==> config.mk <==
export PLATFORM = sky130hd
export DESIGN_NAME = acb_gen
export DESIGN_NICKNAME = d
export VERILOG_FILES = /design/src/rtl/acb_pkg.sv /design/src/rtl/acb_cfg_shadow.sv /design/src/rtl/acb_toggle_div.sv /design/src/rtl/acb_trans_cnt.sv /design/src/rtl/acb_gen.sv
export SDC_FILE = /design/constraint.sdc
export NUM_CORES = 1
export LEC_CHECK = 0
export BUFFER_PORTS_ARGS = -buffer_cell sky130_fd_sc_hd__buf_2
export CORE_MARGIN = 4
export CORE_UTILIZATION = 40
export CTS_CLUSTER_SIZE = 20
export DETAILED_ROUTE_END_ITERATION = 7
export HOLD_SLACK_MARGIN = 0.12
export PLACE_DENSITY = 0.6
export SETUP_SLACK_MARGIN = 0.05
export SLEW_MARGIN = 25
export SYNTH_ARGS = -nofsm -noshare
export SYNTH_HDL_FRONTEND = slang
export SYNTH_SLANG_ARGS = --single-unit
export TNS_END_PERCENT = 30
==> constraint.sdc <==
create_clock -name clk -period 2.88 [get_ports clk]
set_clock_uncertainty 0.05 [all_clocks]
set_input_delay 0.72 -clock clk [delete_from_list [all_inputs] [get_ports clk]]
set_output_delay 0.72 -clock clk [all_outputs]
set_load 0.1 [all_outputs]
==> src/rtl/acb_pkg.sv <==
package acb_pkg;
    parameter int ACB_PER_W = 8;
    parameter int ACB_TRN_W = 4;

    typedef struct packed {
        logic [ACB_PER_W-1:0] period;
        logic [ACB_TRN_W-1:0] trans;
        logic                 invert;
        logic                 gate;
    } acb_cfg_t;

    localparam acb_cfg_t ACB_CFG_RESET = '{
        period: ACB_PER_W'(1),
        trans:  '0,
        invert: 1'b0,
        gate:   1'b0
    };
endpackage

==> src/rtl/acb_cfg_shadow.sv <==
module acb_cfg_shadow
    import acb_pkg::*;
(
    input  logic     clk,
    input  logic     rst_n,
    input  logic     load,
    input  acb_cfg_t cfg_in,
    output acb_cfg_t cfg_q
);
    typedef struct packed {
        acb_cfg_t cfg;
    } shadow_t;

    shadow_t s_d, s_q;

    always_comb begin
        s_d = s_q;
        if (load) begin
            s_d.cfg = cfg_in;
        end
    end

    always_ff @(posedge clk or negedge rst_n) begin
        if (!rst_n) begin
            s_q.cfg <= ACB_CFG_RESET;
        end else begin
            s_q <= s_d;
        end
    end

    assign cfg_q = s_q.cfg;
endmodule

==> src/rtl/acb_toggle_div.sv <==
module acb_toggle_div #(
    parameter int PER_W = acb_pkg::ACB_PER_W
) (
    input  logic             clk,
    input  logic             rst_n,
    input  logic             enable,
    input  logic             line_tick,
    input  logic [PER_W-1:0] period,
    output logic             toggle,
    output logic             level_q
);
    localparam int CNT_W = PER_W + 1;

    typedef struct packed {
        logic [PER_W-1:0] cnt;
        logic             lvl;
    } div_t;

    div_t r_d, r_q;
    logic [CNT_W-1:0] eff_period;
    logic [CNT_W-1:0] cnt_next;
    logic             at_last;

    always_comb begin
        eff_period = (period == '0) ? CNT_W'(1) : {1'b0, period};
        cnt_next   = {1'b0, r_q.cnt} + CNT_W'(1);
        at_last    = (cnt_next >= eff_period);
        toggle     = enable & line_tick & at_last;

        r_d = r_q;
        if (!enable) begin
            r_d.cnt = '0;
            r_d.lvl = 1'b0;
        end else if (line_tick) begin
            if (at_last) begin
                r_d.cnt = '0;
                r_d.lvl = ~r_q.lvl;
            end else begin
                r_d.cnt = cnt_next[PER_W-1:0];
            end
        end
    end

    always_ff @(posedge clk or negedge rst_n) begin
        if (!rst_n) begin
            r_q <= '0;
        end else begin
            r_q <= r_d;
        end
    end

    assign level_q = r_q.lvl;
endmodule

==> src/rtl/acb_trans_cnt.sv <==
module acb_trans_cnt #(
    parameter int TRN_W = acb_pkg::ACB_TRN_W
) (
    input  logic             clk,
    input  logic             rst_n,
    input  logic             enable,
    input  logic             toggle,
    input  logic [TRN_W-1:0] trans,
    output logic             irq_q
);
    typedef struct packed {
        logic [TRN_W-1:0] tc;
        logic             irq;
    } trn_t;

    trn_t r_d, r_q;
    logic [TRN_W-1:0] tc_inc;

    always_comb begin
        tc_inc = r_q.tc + TRN_W'(1);
        r_d     = r_q;
        r_d.irq = 1'b0;
        if (!enable) begin
            r_d.tc = '0;
        end else if (toggle) begin
            if (trans == '0) begin
                r_d.tc = '0;
            end else if (tc_inc == trans) begin
                r_d.tc  = '0;
                r_d.irq = 1'b1;
            end else begin
                r_d.tc = tc_inc;
            end
        end
    end

    always_ff @(posedge clk or negedge rst_n) begin
        if (!rst_n) begin
            r_q <= '0;
        end else begin
            r_q <= r_d;
        end
    end

    assign irq_q = r_q.irq;
endmodule

==> src/rtl/acb_gen.sv <==
module acb_gen
    import acb_pkg::*;
#(
    parameter int PER_W = ACB_PER_W,
    parameter int TRN_W = ACB_TRN_W
) (
    input  logic             clk,
    input  logic             rst_n,
    input  logic             enable,
    input  logic             line_tick,
    input  logic [PER_W-1:0] cfg_period,
    input  logic [TRN_W-1:0] cfg_trans,
    input  logic             cfg_invert,
    input  logic             cfg_gate,
    output logic             acb_pin,
    output logic             acb_irq
);
    acb_cfg_t cfg_in;
    acb_cfg_t cfg_q;
    logic     toggle;
    logic     lvl_q;
    logic     cap;

    always_comb begin
        cfg_in.period = cfg_period;
        cfg_in.trans  = cfg_trans;
        cfg_in.invert = cfg_invert;
        cfg_in.gate   = cfg_gate;
        cap           = toggle | ~enable;
    end

    acb_cfg_shadow u_shadow (
        .clk    (clk),
        .rst_n  (rst_n),
        .load   (cap),
        .cfg_in (cfg_in),
        .cfg_q  (cfg_q)
    );

    acb_toggle_div #(.PER_W(PER_W)) u_div (
        .clk       (clk),
        .rst_n     (rst_n),
        .enable    (enable),
        .line_tick (line_tick),
        .period    (cfg_q.period),
        .toggle    (toggle),
        .level_q   (lvl_q)
    );

    acb_trans_cnt #(.TRN_W(TRN_W)) u_trn (
        .clk    (clk),
        .rst_n  (rst_n),
        .enable (enable),
        .toggle (toggle),
        .trans  (cfg_q.trans),
        .irq_q  (acb_irq)
    );

    always_comb begin
        if (cfg_q.gate) begin
            acb_pin = cfg_q.invert;
        end else begin
            acb_pin = lvl_q ^ cfg_q.invert;
        end
    end
endmodule

=== Word-level counts from Yosys, hierarchy flattened ===
Cells that the tools add are included.
Widths: inputs -> output; s select.

* Bits in registers: 28
* Latch bits: 0
* Bits in writable memories: 0
* ROM bits: 0
* Input port bits: 18
* Output and inout port bits: 2
* Logic and storage cells: 37
* Memories: 0

* $add $sub $neg: 2
* Multipliers: 0
* Div/mod/pow operators: 0
* $lt $le $gt $ge: 1
* Equality and inequality tests: 4
* Shifts and indexed selects: 0
* Muxes and demuxes: 13
* Bitwise logic cells: 6
* Reductions and logical operators: 3

{| class="wikitable"
|+ Operators by type and width
! kind !! count
|-
| $mux 9 || 2
|-
| $mux 8 || 2
|-
| $mux 4 || 3
|-
| $add 8x1->9 const B || 1
|-
| $ge 9x9->1 || 1
|-
| $logic_not 8->1 || 1
|-
| $ne 2x1->1 const B || 3
|-
| $mux 1 || 5
|-
| $mux 5 || 1
|-
| $add 4x1->4 const B || 1
|-
| $eq 4x4->1 || 1
|-
| $logic_not 4->1 || 1
|-
| $and 1x1->1 || 2
|-
| $not 1->1 || 2
|-
| $reduce_and 2->1 || 1
|-
| $or 1x1->1 || 1
|-
| $xor 1x1->1 || 1
|}

=== Logic depth before layout (Yosys ltp) ===
* Word-level depth: 6
* Mapped depth: 12
* Gate-level depth less buffers: 11

=== By module ===
From an unflattened synthesis, not the netlist that was laid out.

* Cell total of the unflattened synthesis: 151
* Area, all modules: 1707.9 µm²

{| class="wikitable"
|+ By module, submodules not included
! module !! instances !! cells each !! area an instance (µm²) !! sequential area each (µm²)
|-
| acb_toggle_div || 1 || 91 || 834.6 || 225.2
|-
| acb_cfg_shadow || 1 || 29 || 520.5 || 351.6
|-
| acb_trans_cnt || 1 || 28 || 316.6 || 125.1
|-
| acb_gen || 1 || 3 || 36.3 || 0.0
|}

=== Least setup slack after synthesis ===
OpenSTA, ideal clock, no wires.

* Path type: register -> output
* Start point: register u_shadow.s_q, in the netlist u_shadow.cfg_q[0]
* End point: output port acb_pin
* Data arrival time: 2056 ps
* Required time: 2110 ps
* Slack: 54 ps
* Cell stages (with the launch flop): 3
* Buffers on the path: 0
* Cells stage by stage: dfrtp_1 -> nand2b_1 -> xnor2_1

* Cells in the longest elaborated chain, start to end: 1

{| class="wikitable"
|+ RTL lines
! what !! line !! text
|-
| from (decl) || acb_cfg_shadow.sv:14 || <nowiki>shadow_t s_d, s_q;</nowiki>
|-
| $mux 1 || acb_gen.sv:60 || <nowiki>if (cfg_q.gate) begin</nowiki>
|-
| to (decl) || acb_gen.sv:15 || <nowiki>output logic acb_pin,</nowiki>
|}

Every way passes these cells.

=== Final worst setup path ===
* Start point: register u_div.r_q[3] in the netlist's numbering
* End point: register u_div.r_q[1] in the netlist's numbering

* Cells in the longest elaborated chain, start to end: 5

{| class="wikitable"
|+ RTL lines
! what !! line !! text
|-
| from (decl) || acb_toggle_div.sv:19 || <nowiki>div_t r_d, r_q;</nowiki>
|-
| from (signal assigned) || acb_toggle_div.sv:48 || <nowiki>r_q <= r_d;</nowiki>
|-
| $add 8x1->9 || acb_toggle_div.sv:26 || <nowiki>cnt_next = {1'b0, r_q.cnt} + CNT_W'(1);</nowiki>
|-
| $ge 9x9->1 || acb_toggle_div.sv:27 || <nowiki>at_last = (cnt_next >= eff_period);</nowiki>
|-
| $mux 8 || acb_toggle_div.sv:35 || <nowiki>if (at_last) begin</nowiki>
|-
| $mux 9 || acb_toggle_div.sv:34 || <nowiki>end else if (line_tick) begin</nowiki>
|-
| $mux 9 || acb_toggle_div.sv:31 || <nowiki>if (!enable) begin</nowiki>
|}

Every way passes these cells. The select of a mux whose other input is x is not followed.
A chain may end at the register's enable or synchronous reset.

==> results.txt <==
CP Buf/Inv Count: 1
# setup viols final: 0
Reg2reg path depth: 10
CTS Buf Count: 3
I/O Buffers: 19
Crit start category: flip-flop
Clock Tree Buf Depth: 2
H-tree lvl count: 1
Setup Crit Path Kind: flip-flop to flip-flop
Worst-Margin Slew: 0.6130 ns
Peak supply drop: 0.2112 mV
Synth Area in Simple Gates: 15.13%
Via count: 1202
Drt initial violations: 33
Synth async-reset ratio: 100.0%
Minimum clock period: 2.730 ns
Syn_nets: 173
Number of max-cap violations: 0
Commonest non-fill, non-tap cell in the layout: dfrtp_1
Post-synth EDFFs: 0
Mapped Avg Cell Area: 11.30 um^2
CTS sink cnt: 28
Vias in the first global route: 1269
Max Fanout on Critical Path: 3
Power per Cell Area: 413.1 mW/mm^2
Area of the multi-input gates: 902.1 um^2
Rel. slew slack: 59.13%
Crit Reg-Reg Endpoint: u_div.r_q[1]
Worst path slowest cell: or4_2
Core Area: 0.003799 mm^2
Fmax: 366.2 MHz
Crit-path max cell delay: 0.62 ns
Final HPWL DP: 2473 um
NumNets Final: 211
Initial DRT Pass Iterations: 4
Worst setup EP type: flip-flop
CTS Root Buffer Type: clkbuf_8
First-pass GRT wire length: 5713 um
GRT Total Usage: 14.13%
Hold violation total from the final report: 0
Fraction of synthesized area in multiplexers: 12.30%
Worst EP required: 3.04 ns
Clock transition at path regs: 0.09 ns
Crit-path cells: and3_4 > and3_4 > nand3_2 > xnor2_2 > ha_1 > and3_4 > and4_4 > buf_4 > or4_2 > a21oi_2
Die W: 71.99 um
Initial antenna violation count: 0
Die area: 0.005183 mm^2
Worst R2R Setup Slack: 0.15 ns
Max-slew violation count: 0
Antenna diodes: 0
Mapped Area: 0.001638 mm^2
Dpl ws: -0.08624 ns
Total wire length: 3202 um
Drt via density: 5.226
Die H: 71.99 um
FF+latch count, synth: 28
DR DRC count: 0
Crit-path most repeated cell: and3_4
Share of cells above drive strength 1: 38.46%
Most frequent cells in the layout: dfrtp_1, buf_2, buf_4, inv_1
RSZ-0062 raised after global routing: no
WP depth: 10
Final period utilization: 94.81%
Compound-Gate Fraction of Synth Area: 10.39%
Clock tree from TritonCTS: yes
HP Class: input pin to async pin
Synthesis Warnings: 0
DR WL/cell: 13.92 um
Leak: 0.0009788 uW
Outcome: finished, final reports clean
Filler Cell Count: 347
Dominant synthesized flop cell: dfrtp_1
FP Rows: 22
Post-synthesis sequential area ratio: 42.86%
Cell variety after synth: 39
Worst r2r src: u_div.r_q[3]
Largest net degree at the start of global routing: 29
Delay-heaviest family, CP: simple AND/OR/NAND/NOR gates
Top-level I/O count: 20
FF+latch area: 701.9 um^2
Residual overflow from global routing: 0
Gpl congestion: 0.7394
Clock latency on the worst-skew pair: 0.27 ns
Initial Util: 43.12%
Final Worst Setup Slack: 0.1496 ns
Arrival time at the worst endpoint: 2.89 ns
Total power: 821.3 uW
Main combinational cell family by area after synthesis: simple AND/OR/NAND/NOR gates
Post-synthesis cell count: 145
Synth Area in Adders: 7.639%
Remaining antenna violation count: 0
Synth Area in XOR/XNOR: 7.487%
Cts hold-fix bufs: 0
P&R area growth vs syn: 21.39%
[metrics by stage]
stage | TNS [ns] | hold slack, ns | instances | instance area, um^2 | util [%]
floorplan | 0 | 0.3744 | 145 | 1638 | -
global placement | -0.01108 | 0.4365 | 220 | 1841 | 48.45
detailed placement | -0.7840 | 0.4420 | 220 | 1841 | 48.45
CTS | 0 | 0.4331 | 226 | 1923 | 50.63
global route | 0 | 0.4544 | 230 | 1988 | 52.34
finish | 0 | 0.3941 | 230 | 1988 | 52.34
[timing repair]
action	in CTS	in global routing
buffers inserted	2	4
setup endpoints to repair	14	19
pin swaps	1	2
resized for setup	0	7
[cell type report]
| type | instances | area share [%] |
|---|---|---|
| multi-input combinational | 103 | 45.37 |
| sequential | 28 | 35.31 |
| timing repair buffer | 34 | 11.08 |
| tap | 48 | 3.021 |
| clock buffer | 4 | 2.769 |
| inverter | 13 | 2.454 |
[cells by family after synthesis]
group / count (synthesis)
xor+xnor: 14
simple gates: 41
fa+ha+maj: 10
flops: 28
buf+inv: 14
compound gates: 22
mux: 16
[layer usage]
| metal | track usage (%) | vias up | wire length, um |
|---|---|---|---|
| li1 | - | 595 | - |
| met1 | 17.78 | 583 | 1450 |
| met2 | 24.29 | 19 | 1590 |
| met3 | 2.909 | 5 | 120 |
| met4 | 4.384 | 0 | 40 |
| met5 | 0 | - | 0 |
[registers in the layout (all words and copies together), names as in the netlist]
register	flops
u_div.r_q	8
u_trn.irq_q	1
u_shadow.cfg_q	14
u_div.level_q	1
u_trn.r_q	4
[worst max path at each step]
| stage | from | end | slack, ns |
|---|---|---|---|
| finish | u_div.r_q[3] | u_div.r_q[1] | 0.15 |
| global route | u_div.r_q[1] | u_trn.r_q[3] | 0.04 |
| CTS | u_div.r_q[3] | u_div.r_q[1] | 0.08 |
| detailed placement | u_div.r_q[3] | u_shadow.cfg_q[2] | -0.09 |
| global placement | u_div.r_q[5] | u_shadow.cfg_q[5] | -0.002 |
| floorplan | u_shadow.cfg_q[0] | acb_pin | 0.05 |
[worst reg2reg max path, stage by stage, from the launching register on]
cell and delay, ns:
dfrtp_1 0.37, and3_4 0.21, and3_4 0.21, nand3_2 0.10, xnor2_2 0.16, ha_1 0.30
and3_4 0.20, and4_4 0.20, buf_4 0.13, or4_2 0.62, a21oi_2 0.13
[synthesized netlist by cell type, types with 5 or more instances]
library cell	count	area, um^2
a21oi_1	5	25.02
dfrtp_1	27	675.7
ha_1	10	125.1
inv_1	12	45.04
mux2_2	9	101.4
mux2_4	6	90.09
nand2_1	6	22.52
nand2b_1	5	31.28
nand3_1	7	35.03
nor2_1	6	22.52
xnor2_1	11	96.34
[power by group]
group	switching [uW]	leakage, uW	total (uW)	internal, uW
clock	121	0.0000288	243	122
combinational	71.7	0.000593	142	70.7
sequential	18.2	0.000357	435	417
No activity file was read; power rests on OpenSTA's default activity.
